File: config.mk
export PLATFORM = sky130hd
export DESIGN_NAME = qspi_xip_rd
export DESIGN_NICKNAME = d
export VERILOG_FILES = /design/src/rtl/qrd_pkg.sv /design/src/rtl/qrd_ctrl.sv /design/src/rtl/qrd_out.sv /design/src/rtl/qspi_xip_rd.sv
export SDC_FILE = /design/constraint.sdc
export NUM_CORES = 1
export LEC_CHECK = 0
export BUFFER_PORTS_ARGS = -buffer_cell sky130_fd_sc_hd__buf_2
export CAP_MARGIN = 30
export CELL_PAD_IN_SITES_DETAIL_PLACEMENT = 1
export CELL_PAD_IN_SITES_GLOBAL_PLACEMENT = 1
export CORE_MARGIN = 2
export CORE_UTILIZATION = 50
export CTS_CLUSTER_SIZE = 16
export DETAILED_ROUTE_END_ITERATION = 10
export MAX_ROUTING_LAYER = met4
export PLACE_DENSITY = 0.91
export SLEW_MARGIN = 20
export SYNTH_ARGS = -nofsm -noshare
export SYNTH_HDL_FRONTEND = slang
export SYNTH_SLANG_ARGS = --single-unit
File: constraint.sdc
create_clock -name clk -period 2.85 [get_ports clk]
set_clock_uncertainty 0.15 [all_clocks]
set_input_delay 0.1425 -clock clk [delete_from_list [all_inputs] [get_ports clk]]
set_output_delay 0.1425 -clock clk [all_outputs]
set_load 0.005 [all_outputs]
File: src/rtl/qrd_pkg.sv
package qrd_pkg;

    typedef enum logic [2:0] {
        ST_IDLE,
        ST_OPCODE,
        ST_ADDR,
        ST_MODE,
        ST_DATA,
        ST_IGNORE
    } qrd_state_e;

    localparam logic [7:0] OPC_QUAD_OUT  = 8'h6B;
    localparam logic [7:0] OPC_QUAD_IO   = 8'hEB;
    localparam logic [7:0] MODE_XIP_HOLD = 8'hEF;

endpackage

File: src/rtl/qrd_ctrl.sv
module qrd_ctrl
    import qrd_pkg::*;
#(
    parameter int ADDR_W        = 17,
    parameter int SER_ADDR_BITS = 24
) (
    input  logic              clk,
    input  logic              rst_n,
    input  logic              sck,
    input  logic              cs_n,
    input  logic [3:0]        io_in,
    output logic              in_data,
    output logic              sck_fall,
    output logic              ld,
    output logic [ADDR_W-1:0] ld_addr
);

    localparam int QUAD_CLKS = SER_ADDR_BITS / 4;
    localparam int CNT_W     = $clog2(SER_ADDR_BITS + 1);

    qrd_state_e state, state_nx;

    logic                     sck_q;
    logic                     sck_rise;
    logic [CNT_W-1:0]         cnt;
    logic                     quad;
    logic                     xip_on;
    logic                     xip_quad;
    logic [SER_ADDR_BITS-1:0] sh;
    logic [SER_ADDR_BITS-1:0] sh_nx;
    logic [3:0]               mode_hi;
    logic [7:0]               opc_nx;
    logic                     addr_last;

    assign sck_rise = sck & ~sck_q;
    assign sck_fall = ~sck & sck_q;
    assign in_data  = (state == ST_DATA);

    assign opc_nx    = {sh[6:0], io_in[0]};
    assign sh_nx     = quad ? {sh[SER_ADDR_BITS-5:0], io_in}
                            : {sh[SER_ADDR_BITS-2:0], io_in[0]};
    assign addr_last = quad ? (cnt == CNT_W'(QUAD_CLKS - 1))
                            : (cnt == CNT_W'(SER_ADDR_BITS - 1));

    // next-state logic
    always_comb begin
        state_nx = state;
        if (cs_n) begin
            state_nx = ST_IDLE;
        end else begin
            unique case (state)
                ST_IDLE:   state_nx = xip_on ? ST_ADDR : ST_OPCODE;
                ST_OPCODE: if (sck_rise && cnt == CNT_W'(7)) begin
                               if (opc_nx == OPC_QUAD_OUT || opc_nx == OPC_QUAD_IO)
                                   state_nx = ST_ADDR;
                               else
                                   state_nx = ST_IGNORE;
                           end
                ST_ADDR:   if (sck_rise && addr_last) state_nx = ST_MODE;
                ST_MODE:   if (sck_rise && cnt == CNT_W'(1)) state_nx = ST_DATA;
                ST_DATA:   state_nx = ST_DATA;
                ST_IGNORE: state_nx = ST_IGNORE;
                default:   state_nx = ST_IDLE;
            endcase
        end
    end

    // state register
    always_ff @(posedge clk or negedge rst_n) begin
        if (!rst_n) state <= ST_IDLE;
        else        state <= state_nx;
    end

    // phase outputs and capture registers
    always_ff @(posedge clk or negedge rst_n) begin
        if (!rst_n) begin
            sck_q    <= 1'b0;
            cnt      <= '0;
            quad     <= 1'b0;
            xip_on   <= 1'b0;
            xip_quad <= 1'b0;
            sh       <= '0;
            mode_hi  <= '0;
            ld       <= 1'b0;
            ld_addr  <= '0;
        end else begin
            sck_q <= sck;
            ld    <= 1'b0;
            if (state != state_nx)
                cnt <= '0;
            else if (sck_rise && (state == ST_OPCODE || state == ST_ADDR || state == ST_MODE))
                cnt <= cnt + CNT_W'(1);

            if (!cs_n) begin
                unique case (state)
                    ST_IDLE:   quad <= xip_on & xip_quad;
                    ST_OPCODE: if (sck_rise) begin
                                   sh <= {sh[SER_ADDR_BITS-2:0], io_in[0]};
                                   if (cnt == CNT_W'(7)) quad <= (opc_nx == OPC_QUAD_IO);
                               end
                    ST_ADDR:   if (sck_rise) begin
                                   sh <= sh_nx;
                                   if (addr_last) begin
                                       ld      <= 1'b1;
                                       ld_addr <= sh_nx[ADDR_W-1:0];
                                   end
                               end
                    ST_MODE:   if (sck_rise) begin
                                   if (cnt == CNT_W'(0)) begin
                                       mode_hi <= io_in;
                                   end else begin
                                       xip_on   <= ({mode_hi, io_in} == MODE_XIP_HOLD);
                                       xip_quad <= quad;
                                   end
                               end
                    ST_DATA, ST_IGNORE: ;
                    default: ;
                endcase
            end
        end
    end

    assert_cs_release_R11: assert property (@(posedge clk) disable iff (!rst_n)
        cs_n |=> (state == ST_IDLE));

    assert_ld_into_mode_R2: assert property (@(posedge clk) disable iff (!rst_n)
        ld |-> (state == ST_MODE));

    assert_latch_in_mode_R6: assert property (@(posedge clk) disable iff (!rst_n)
        (xip_on != $past(xip_on)) |-> ($past(state) == ST_MODE));

endmodule

File: src/rtl/qrd_out.sv
module qrd_out #(
    parameter int ADDR_W = 17
) (
    input  logic              clk,
    input  logic              rst_n,
    input  logic              in_data,
    input  logic              sck_fall,
    input  logic              ld,
    input  logic [ADDR_W-1:0] ld_addr,
    input  logic [7:0]        mem_rdata,
    output logic [ADDR_W-1:0] mem_addr,
    output logic              mem_rd_en,
    output logic [3:0]        io_out,
    output logic [3:0]        io_oe
);

    logic       rd_q;
    logic [7:0] pf_byte;
    logic [3:0] lo_nib;
    logic       nib_hi;

    always_ff @(posedge clk or negedge rst_n) begin
        if (!rst_n) begin
            mem_addr  <= '0;
            mem_rd_en <= 1'b0;
            rd_q      <= 1'b0;
            pf_byte   <= '0;
            lo_nib    <= '0;
            nib_hi    <= 1'b1;
            io_out    <= '0;
            io_oe     <= '0;
        end else begin
            mem_rd_en <= 1'b0;
            rd_q      <= mem_rd_en;
            if (rd_q) pf_byte <= mem_rdata;

            if (ld) begin
                mem_addr  <= ld_addr;
                mem_rd_en <= 1'b1;
            end

            if (!in_data) begin
                io_oe  <= '0;
                nib_hi <= 1'b1;
            end else if (sck_fall) begin
                if (nib_hi) begin
                    io_out    <= pf_byte[7:4];
                    lo_nib    <= pf_byte[3:0];
                    io_oe     <= 4'hF;
                    mem_addr  <= mem_addr + ADDR_W'(1);
                    mem_rd_en <= 1'b1;
                    nib_hi    <= 1'b0;
                end else begin
                    io_out <= lo_nib;
                    nib_hi <= 1'b1;
                end
            end
        end
    end

    assert_oe_only_in_data_R5: assert property (@(posedge clk) disable iff (!rst_n)
        (io_oe != 4'h0) |-> (in_data || $past(in_data)));

    assert_out_moves_on_fall_R4: assert property (@(posedge clk) disable iff (!rst_n)
        (in_data && $past(in_data) && !$past(sck_fall)) |-> $stable(io_out));

endmodule

File: src/rtl/qspi_xip_rd.sv
module qspi_xip_rd #(
    parameter int ADDR_W        = 17,
    parameter int SER_ADDR_BITS = 24
) (
    input  logic              clk,
    input  logic              rst_n,
    input  logic              sck,
    input  logic              cs_n,
    input  logic [3:0]        io_in,
    output logic [3:0]        io_out,
    output logic [3:0]        io_oe,
    output logic [ADDR_W-1:0] mem_addr,
    output logic              mem_rd_en,
    input  logic [7:0]        mem_rdata
);

    logic              in_data;
    logic              sck_fall;
    logic              ld;
    logic [ADDR_W-1:0] ld_addr;

    qrd_ctrl #(
        .ADDR_W        (ADDR_W),
        .SER_ADDR_BITS (SER_ADDR_BITS)
    ) u_ctrl (
        .clk      (clk),
        .rst_n    (rst_n),
        .sck      (sck),
        .cs_n     (cs_n),
        .io_in    (io_in),
        .in_data  (in_data),
        .sck_fall (sck_fall),
        .ld       (ld),
        .ld_addr  (ld_addr)
    );

    qrd_out #(
        .ADDR_W (ADDR_W)
    ) u_out (
        .clk       (clk),
        .rst_n     (rst_n),
        .in_data   (in_data),
        .sck_fall  (sck_fall),
        .ld        (ld),
        .ld_addr   (ld_addr),
        .mem_rdata (mem_rdata),
        .mem_addr  (mem_addr),
        .mem_rd_en (mem_rd_en),
        .io_out    (io_out),
        .io_oe     (io_oe)
    );

endmodule

==> run_results.csv, run 1 <==
group,metric,value,unit
status,status,"completed",
pwr,power.density,518,nW/um^2
timing,setup_viol,0,
worst_setup_path,path_cells,"dlygate4sd3_1 > buf_2 > nor2b_1 > nand2_1 > a2111oi_0 > nor2_1 > a31oi_1",
timing,final_max_slew_viol_count,0,
job,drv_cap,0,
worst_setup_path,slowest_delay,0.75,ns
drt,first_iter_violations,277,
placed_design,dpl-instance-area,4640,sq um
clock_tree,cts_tree,"built",
logic_synthesis,synth_cells,431,
worst_setup_path,critical_path_arrival,2.61,ns
worst_setup_path,slowest_stage,"a2111oi_0",
clock_tree,cts_sinks,87,
logic_synthesis,synth_ff_type,"dfrtp_1",
timing,period_share,0.871,
placed_design,gp_congestion,0.867,
clock_tree,cts_root_buffer,"clkbuf_8",
logic_synthesis,yosysSeqAreaShare,0.498,
layout,nNetsFinal,498,
drt,drc,0,
drt,viasPerCell,6.41,
worst_hold_path,min_path_type,"in -> async",
pwr,power.leakage,2.33,nW
placed_design,hpwl,8.24,mm
clock_tree,cts_buffer_depth,2,
worst_setup_path,worst_setup_path_start_kind,"input port",
layout,fillers,935,
logic_synthesis,synth_seq_cells,87,
die,start_util,0.509,
logic_synthesis,synth-warning-count,0,
timing,fmax,0.403,GHz
grt,grt_pass1_vias,4104,
clock_tree,cts_setup_buffers,0,
pwr,ir_worst_vdd,275,uV
logic_synthesis,netlist_top_cells_area,"dfrtp_1, mux2i_1, nand2_1",
timing,setup-tns-final,0,ns
grt,use_met2,0.551,
logic_synthesis,async_reset_ff_frac,1.00,
logic_synthesis,yosys.area.top_type,"dfrtp_1",
die,rows,34,
layout,fin_area,5020,sq um
die,core-area,8590,sq um
clock_tree,numCtsBuffers,9,
grt,grt_first_pass_wirelength,23.0,mm
timing,worstMarginPinSlew,0.806,ns
worst_setup_path,critPathMaxFanout,10,
grt,grt_overflow_total,0,
die,die_area,9520,sq um
logic_synthesis,synth_area_per_cell,10.2,sq um
die,io_pins,42,
clock_tree,htreeDepth,3,
logic_synthesis,synth_area,4380,sq um
worst_setup_path,endpoint_kind,"flip-flop",
timing,relSlewSlack,0.460,
placed_design,numPortBuffers,41,
drt,vias,3787,
grt,busiest_layer,"met2",
timing,post-route-min-period,2.48,ns
worst_setup_path,required,2.98,ns
logic_synthesis,synth_top_area_frac,0.492,
drt,postRouteAntennaNets,0,
worst_setup_path,path_class,"in -> reg",
timing,rsz0062_at_grt,"false",
timing,hold_viol,0,
logic_synthesis,synth_nets,451,
grt,grt_max_degree,53,
grt,grtUsageMet1,0.375,
logic_synthesis,synthDistinctLibCells,60,
layout,final_layout_size_suffix_gt1_frac,0.193,
drt,wl_per_cell,24.2,um
grt,antenna_found_initial,0,
logic_synthesis,synth_edf_count,0,
grt,use_met3,0.0475,
die,die_height,97.6,um
layout,syn_to_final_growth,14.8,%
grt,track_usage,0.318,
clock_tree,clk_latency,0.37,ns
drt,drt_pass1_iterations,5,
drt,drt-total-wl,14.3,mm
die,die_x,97.6,um
layout,n_antenna_cell,0,
clock_tree,clk_pin_slew,0.11,ns
## placed cells by master, fill, tap and decap left out, types with 2 or more instances in the layout
| cell | netlist | routed |
|---|---|---|
| nor2_2 | 2 | 2 |
| buf_2 | 5 | 40 |
| bufinv_16 | 0 | 2 |
| nand2b_1 | 2 | 2 |
| a21oi_1 | 10 | 10 |
| a211oi_1 | 9 | 9 |
| mux2i_1 | 36 | 36 |
| a31oi_1 | 6 | 6 |
| ha_1 | 4 | 4 |
| nor3_1 | 6 | 6 |
| inv_1 | 10 | 10 |
| xnor2_1 | 3 | 3 |
| xor2_1 | 3 | 3 |
| nand4b_1 | 4 | 4 |
| dfrtp_1 | 86 | 86 |
| mux2_2 | 17 | 17 |
| clkinvlp_4 | 0 | 2 |
| and3_1 | 4 | 4 |
| nand4_1 | 2 | 2 |
| and2_1 | 6 | 6 |
| nand3_1 | 13 | 13 |
| nor2_1 | 33 | 33 |
| nand3b_1 | 2 | 2 |
| clkbuf_8 | 0 | 10 |
| o211ai_1 | 2 | 2 |
| a311oi_1 | 6 | 6 |
| nor2b_1 | 3 | 3 |
| o21ai_0 | 42 | 42 |
| nand2_1 | 59 | 59 |
| o221a_2 | 2 | 2 |
| and4_1 | 5 | 5 |
| dlygate4sd3_1 | 0 | 15 |
| buf_4 | 7 | 6 |
## cell usage after synthesis (2+ instances only)
library cell and number:
nor2b_1 3, inv_1 10, o21ai_0 42, nand4_1 2, buf_6 2, mux2i_1 36
xor2_1 3, nor3_1 6, and2_1 6, ha_1 4, mux2_2 17, nand2b_1 2
nand3_1 13, nor2_2 2, clkbuf_1 11, o221a_2 2, xnor2_1 3, dfrtp_1 86
a31oi_1 6, nor2_1 33, and3_1 4, nand4b_1 4, nand2_1 59, buf_4 7
a21oi_1 10, and4_1 5, a211oi_1 9, o211ai_1 2, nand3b_1 2, a311oi_1 6
buf_2 5
## final timing paths
| kind | cells past startpoint | slack [ns] | endpoint | start |
|---|---|---|---|---|
| min | 2 | 0.15 | u_out.io_out[3]$_DFFE_PN0P_ | rst_n |
| min in group clk | 0 | 0.26 | u_out.rd_q$_DFF_PN0_ | u_out.mem_rd_en$_DFF_PN0_ |
| max in group asynchronous | 3 | 1.76 | u_ctrl.xip_on$_DFFE_PN0P_ | rst_n |
| min reg2reg | 0 | 0.26 | u_out.rd_q$_DFF_PN0_ | u_out.mem_rd_en$_DFF_PN0_ |
| max | 7 | 0.37 | u_ctrl.quad$_DFFE_PN0P_ | sck |
| max reg2reg | 5 | 0.37 | u_out.mem_addr[9]$_DFF_PN0_ | u_ctrl.state[0]$_DFF_PN0_ |
## power breakdown
group,total [W],internal (W),switching [W],leakage [nW]
Clock,0.00102,0.000523,0.000499,0.109
Sequential,0.00134,0.00127,0.0000702,1.18
Combinational,0.000236,0.000101,0.000136,1.04
Total,0.00260,0.00190,0.000705,2.33
## cell type report
| cell class | count | area, sq um | share of cell area |
|---|---|---|---|
| Inverter | 10 | 37.5 | 0.00747 |
| Sequential cell | 87 | 2180 | 0.434 |
| Clock buffer | 10 | 138 | 0.0274 |
| Clock inverter | 6 | 92.6 | 0.0184 |
| Multi-Input combinational cell | 308 | 2020 | 0.402 |
| Tap cell | 108 | 135 | 0.0269 |
| Timing Repair Buffer | 62 | 423 | 0.0842 |
## state kept, by name (all words and copies together) (netlist names), 3 cells and up
signal	flops
u_out.pf_byte	8
u_ctrl.state	3
u_out.io_out	4
u_out.mem_addr	17
u_ctrl.cnt	5
u_ctrl.sh	16
u_ctrl.ld_addr	17
u_out.lo_nib	4
u_ctrl.mode_hi	4
## repair_timing
action / in CTS / in global routing
gates resized for setup: 0 / 0
hold endpoints to repair: 54 / 0
hold buffers: 15 / 0
## cell families (layout without fill, tap and decap cells)
logic type               Yosys count  in the layout  synth area share
AND/OR/NAND/NOR                  154            154             0.179
AO/OA/AOI/OAI                     91             91             0.132
flip-flops                        87             87             0.498
multiplexers                      53             53             0.126
buffers and inverters             36             88            0.0420
XOR/XNOR                           6              6            0.0120
adder cells (fa/ha/maj)            4              4            0.0114
## per-stage QoR
| step | std cells | util | setup WS (ns) | power, W | hold slack (ns) |
|---|---|---|---|---|---|
| after detailed placement | 560 | 0.540 | 0.536 | 0.00157 | -0.0169 |
| after CTS | 591 | 0.585 | 0.455 | 0.00257 | 0.134 |
| final | 591 | 0.585 | 0.367 | 0.00260 | 0.147 |
| after global routing | 591 | 0.585 | 0.183 | 0.00268 | 0.172 |
| after global placement | 559 | 0.537 | 0.702 | 0.00154 | 0.174 |
| after floorplan | 431 | - | 1.00 | 0.00146 | -0.303 |
## critical path: cells and delay by family
family / cells / cell delay [ns]
compound gates: 2 / 0.93
buf+inv: 2 / 0.69
simple gates: 3 / 0.85
## routing by layer
metal  up-vias  share of wire
met5         -              0
met4         0          0.030
met3        48          0.055
met2       189           0.53
met1      1916           0.39
li1       1634              -
Note: power is estimated with default switching activity, not from simulation.
==> run 2, diff against run 1 <==
- CORE_MARGIN: 2 -> unset
==> run_results.csv, run 2 (synthesis gave the netlist of run 1 again) <==
group,metric,value,unit
drt,first_iter_violations,204,
layout,utilization,0.598,
grt,grt_first_pass_wirelength,19.0,mm
worst_setup_path,path_cells,"nor3b_4 > nand3_4 > nand2_1 > nor2_1 > a221oi_1",
pwr,power.total,0.00244,W
drt,drc,0,
clock_tree,cts.repair.resized,0,
grt,track_usage,0.284,
worst_setup_path,path_class,"reg -> reg",
placed_design,dp_worst_setup_slack,0.493,ns
drt,viasPerCell,6.06,
die,io_pins,42,
worst_setup_path,required,2.93,ns
clock_tree,clk_pin_slew,0.10,ns
timing,rsz0062_at_grt,"false",
worst_setup_path,slowest_stage,"dfrtp_1",
clock_tree,cts_sinks,87,
worst_setup_path,slowest_delay,0.59,ns
die,rows,33,
drt,drt-total-wl,11.9,mm
worst_setup_path,endpoint_kind,"flip-flop",
grt,grt_overflow_total,0,
die,core-area,8340,sq um
timing,setup-tns-final,0,ns
timing,setup_viol,0,
drt,wl_per_cell,20.3,um
timing,worst_slack,0.403,ns
placed_design,gp_congestion,0.850,
timing,relSlewSlack,0.482,
worst_setup_path,worst_setup_path_start_kind,"flip-flop",
clock_tree,cts_buffer_depth,2,
clock_tree,cts_tree,"built",
job,drv_cap,0,
drt,drt_pass1_iterations,4,
placed_design,hpwl,7.91,mm
worst_setup_path,critical-path-top-delay-family,"simple AND/OR/NAND/NOR gates",
pwr,power.leakage,2.32,nW
worst_setup_path,crit_buf_inv,0,
layout,final_cell_mix,"dfrtp_1, nand2_1, o21ai_0",
clock_tree,htreeDepth,3,
drt,vias,3563,
grt,antenna_found_initial,0,
timing,worstMarginPinSlew,0.774,ns
pwr,power.density,489,nW/um^2
timing,hold_viol,0,
layout,nNetsFinal,498,
die,die_height,95.6,um
timing,fmax,0.409,GHz
die,die_x,95.6,um
layout,final_layout_size_suffix_gt1_frac,0.186,
pwr,ir_worst_vdd,271,uV
worst_setup_path,critPathMaxFanout,17,
layout,reg.largest.list,"u_ctrl.ld_addr (17), u_out.mem_addr (17), u_ctrl.sh (16)",
worst_setup_path,critical_path_arrival,2.53,ns
clock_tree,clk_latency,0.35,ns
grt,grt_max_degree,58,
placed_design,numPortBuffers,41,
timing,hold-worst-slack,0.147,ns
worst_hold_path,min_path_type,"in -> async",
timing,post-route-min-period,2.45,ns
die,die_area,9130,sq um
timing,period_share,0.859,
drt,postRouteAntennaNets,0,
clock_tree,cts_root_buffer,"clkbuf_8",
timing,final_max_slew_viol_count,0,
die,start_util,0.525,
layout,final_common_cell,"dfrtp_1",
grt,grt_pass1_vias,3756,
layout,n_antenna_cell,0,
layout,fillers,933,
status,status,"completed",
clock_tree,numCtsBuffers,9,
layout,syn_to_final_growth,13.9,%
## run 2: cell types whose count changed in the layout (fill, tap and decap cells not counted)
cell,before,now
clkbuf_1,0,3
clkinvlp_4,2,0
bufinv_16,2,1
clkinv_2,0,1
inv_6,1,0
## run 2: per-layer routing
metal  GRT usage  up-vias  part of all wire  wire [um]
li1            -     1630                 -          -
met1       0.351     1784              0.43       5150
met2       0.455      119              0.50       5940
met3      0.0534       30             0.048        572
met4       0.122        0             0.024        287
met5           -        -                 0          0
## run 2: cell type report
class	count	area, sq um	share of cell area
multi-input cells	308	2020	0.405
clock buffers	13	149	0.0299
well taps	105	131	0.0264
inverters	10	37.5	0.00753
repair buffers	62	423	0.0849
flip-flops and latches	87	2180	0.437
clock inverters	3	43.8	0.00879
## run 2: path summary, 6_finish.rpt
kind | from | endpoint | slack (ns) | cells after the start
setup reg to reg | u_ctrl.state[2]$_DFF_PN0_ | u_out.mem_addr[2]$_DFF_PN0_ | 0.40 | 5
hold reg to reg | u_out.mem_rd_en$_DFF_PN0_ | u_out.rd_q$_DFF_PN0_ | 0.25 | 0
setup / recovery | u_ctrl.state[2]$_DFF_PN0_ | u_out.mem_addr[2]$_DFF_PN0_ | 0.40 | 5
max in group asynchronous | rst_n | u_ctrl.mode_hi[0]$_DFFE_PN0P_ | 1.79 | 3
hold / removal | rst_n | u_out.mem_addr[13]$_DFF_PN0_ | 0.15 | 2
min in group clk | u_out.mem_rd_en$_DFF_PN0_ | u_out.rd_q$_DFF_PN0_ | 0.25 | 0
## run 2: what timing repair did
action,in CTS,in global routing
endpoints found under the hold margin,105,0
hold buffers,15,0
buffers inserted,0,0
## run 2: power by group
part           total (W)  internal (W)  switching (W)
Sequential       0.00134       0.00127      0.0000645
Combinational   0.000220      0.000100       0.000119
Clock           0.000880      0.000432       0.000448
## run 2: stage by stage
step,area (sq um),std cells
after floorplan,4380,431
after global placement,4610,556
after detailed placement,4640,557
after CTS,4980,588
after global routing,4980,588
final,4980,588
## run 2: worst register-to-register path: cells and delay by family, from the launching register on
kind            cells  cell delay (ns)
simple gates        4             1.29
flops               1             0.59
compound gates      1             0.30
==> run 3, diff against run 2 <==
- ABC_AREA: unset -> 1
- CORE_UTILIZATION: 50 -> 48
==> run_results.csv, run 3 <==
group,metric,value,unit
layout,fillers,1154,
drt,met2_length,6.83,mm
drt,dr_wl_met3,317,um
logic_synthesis,synth_top_area_frac,0.460,
worst_setup_path,r2r_end,"u_out.mem_addr[16]$_DFF_PN0_",
drt,viasPerCell,5.42,
worst_setup_path,slowest_delay,0.48,ns
worst_setup_path,path_class,"reg -> reg",
logic_synthesis,yosysSeqAreaShare,0.465,
worst_setup_path,cp_num_cells,6,
logic_synthesis,synth_ff_type,"dfrtp_1",
logic_synthesis,synth-warning-count,0,
worst_setup_path,startpoint,"u_ctrl.state[1]$_DFF_PN0_",
clock_tree,cts_root_buffer,"clkbuf_8",
timing,rsz0062_at_grt,"false",
placed_design,hpwl,8.92,mm
worst_setup_path,critPathMaxFanout,21,
worst_setup_path,reg2reg_slack,0.51,ns
clock_tree,cts_buffer_depth,2,
layout,multi_input_area,2090,sq um
logic_synthesis,synth_area,4680,sq um
die,rows,35,
die,die_area,10200,sq um
die,core-area,9330,sq um
clock_tree,clk_latency,0.37,ns
clock_tree,htreeDepth,3,
timing,setup-tns-final,0,ns
layout,final_cell_mix,"nand2_1, dfrtp_1, inv_1",
logic_synthesis,netlist_top_cells_area,"dfrtp_1, nand2_1, inv_1",
drt,drc,0,
timing,setup_viol,0,
pwr,power.total,0.00255,W
layout,syn_to_final_growth,12.9,%
timing,relSlewSlack,0.597,
worst_setup_path,slowest_stage,"dfrtp_1",
drt,wl_met1,5.99,mm
worst_setup_path,critical_path_arrival,2.41,ns
timing,hold-worst-slack,0.181,ns
timing,post-route-min-period,2.34,ns
clock_tree,cts_setup_buffers,0,
placed_design,dp_worst_setup_slack,0.727,ns
grt,grt_first_pass_wirelength,22.5,mm
logic_synthesis,yosysMostFrequentCell,"nand2_1",
pwr,power.leakage,2.60,nW
status,status,"completed",
worst_setup_path,endpoint,"u_out.mem_addr[16]$_DFF_PN0_",
worst_setup_path,crit_buf_inv,1,
layout,final_layout_size_suffix_gt1_frac,0.179,
worst_setup_path,worst_setup_path_start_kind,"flip-flop",
drt,postRouteAntennaNets,0,
drt,first_iter_violations,137,
worst_setup_path,endpoint_kind,"flip-flop",
job,drv_cap,0,
logic_synthesis,synth_seq_cells,87,
clock_tree,cts_sinks,87,
worst_setup_path,r2r-start,"u_ctrl.state[1]$_DFF_PN0_",
layout,reg.largest.list,"u_ctrl.ld_addr (17), u_out.mem_addr (17), u_ctrl.sh (16)",
grt,track_usage,0.297,
clock_tree,cts_tree,"built",
worst_setup_path,required,2.92,ns
die,io_pins,42,
drt,vias,4154,
grt,antenna_found_initial,0,
grt,grt_pass1_vias,4499,
clock_tree,numCtsBuffers,9,
drt,wl_per_cell,17.6,um
worst_hold_path,min_path_type,"in -> async",
clock_tree,cts.repair.resized,0,
drt,drt-total-wl,13.5,mm
worst_setup_path,path_cells,"nor2_2 > nand2_1 > nor2_4 > nand2_2 > buf_4 > o21ai_0",
clock_tree,clk_pin_slew,0.10,ns
placed_design,gp_congestion,0.859,
logic_synthesis,synthDistinctLibCells,36,
grt,grt_overflow_total,0,
worst_setup_path,r2r_cells,6,
die,die_x,101,um
pwr,power.density,483,nW/um^2
timing,fmax,0.428,GHz
layout,final_common_cell,"nand2_1",
layout,n_antenna_cell,0,
clock_tree,postCtsHoldBufs,15,
grt,grt_max_degree,46,
worst_setup_path,critical-path-top-delay-family,"simple AND/OR/NAND/NOR gates",
logic_synthesis,synth_cells,587,
timing,worst_slack,0.513,ns
logic_synthesis,async_reset_ff_frac,1.00,
timing,final_max_slew_viol_count,0,
drt,drt_pass1_iterations,4,
drt,top_layer,"met4",
die,die_height,101,um
logic_synthesis,synth_edf_count,0,
placed_design,numPortBuffers,41,
timing,worstMarginPinSlew,0.604,ns
timing,hold_viol,0,
die,start_util,0.502,
logic_synthesis,yosys.area.top_type,"dfrtp_1",
pwr,ir_worst_vdd,197,uV
logic_synthesis,synth_area_per_cell,7.97,sq um
logic_synthesis,synth_nets,607,
layout,seq_area,2180,sq um
logic_synthesis,synthTopCellsByCount,"nand2_1, dfrtp_1, inv_1",
timing,period_share,0.820,
layout,nNetsFinal,653,
[run 3: cells by family after synthesis]
group / share of synthesized area
AND/OR/NAND/NOR: 0.264
flip-flops: 0.465
buffers and inverters: 0.0890
XOR/XNOR: 0.0299
adder cells (fa/ha/maj): 0.0107
multiplexers: 0.0214
AO/OA/AOI/OAI: 0.119
[run 3: cell type report]
type | instances | share of cell area
Clock buffer | 12 | 0.0294
Timing Repair Buffer | 61 | 0.0786
Multi-Input combinational cell | 406 | 0.395
Inverter | 68 | 0.0486
Clock inverter | 4 | 0.00568
Tap cell | 129 | 0.0306
Sequential cell | 87 | 0.412
[run 3: how the worst min path moves through the flow]
stage | end | cells past startpoint | start
finish | u_out.io_out[0]$_DFFE_PN0P_ | 2 | rst_n
global route | u_out.rd_q$_DFF_PN0_ | 0 | u_out.mem_rd_en$_DFF_PN0_
CTS | u_out.pf_byte[0]$_DFFE_PN0P_ | 2 | rst_n
detailed placement | u_out.pf_byte[6]$_DFFE_PN0P_ | 1 | rst_n
global placement | u_ctrl.sck_q$_DFF_PN0_ | 1 | sck
floorplan | u_ctrl.cnt[0]$_DFFE_PN0P_ | 0 | rst_n
[run 3: routing by layer]
| layer | track usage | vias up |
|---|---|---|
| met4 | 0.126 | 0 |
| met1 | 0.357 | 2078 |
| met5 | - | - |
| li1 | - | 1963 |
| met2 | 0.506 | 82 |
| met3 | 0.0368 | 31 |
[run 3: worst register-to-register path, cell delays in order (launching register included)]
cell and delay (ns):
dfrtp_1 0.48, nor2_2 0.22, nand2_1 0.15, nor2_4 0.28
nand2_2 0.24, buf_4 0.29, o21ai_0 0.39
[run 3: per-stage QoR]
stage,area [sq um],instances,utilization
final,5280,767,0.566
after detailed placement,4950,736,0.530
after CTS,5280,767,0.566
after global placement,4920,735,0.527
after floorplan,4680,587,-
after global routing,5280,767,0.566
[run 3: power by group]
part	switching (W)	leakage (nW)	internal (W)
combinational	0.000238	1.43	0.000115
clock	0.000476	0.0809	0.000365
sequential	0.0000525	1.09	0.00130
total	0.000766	2.60	0.00178
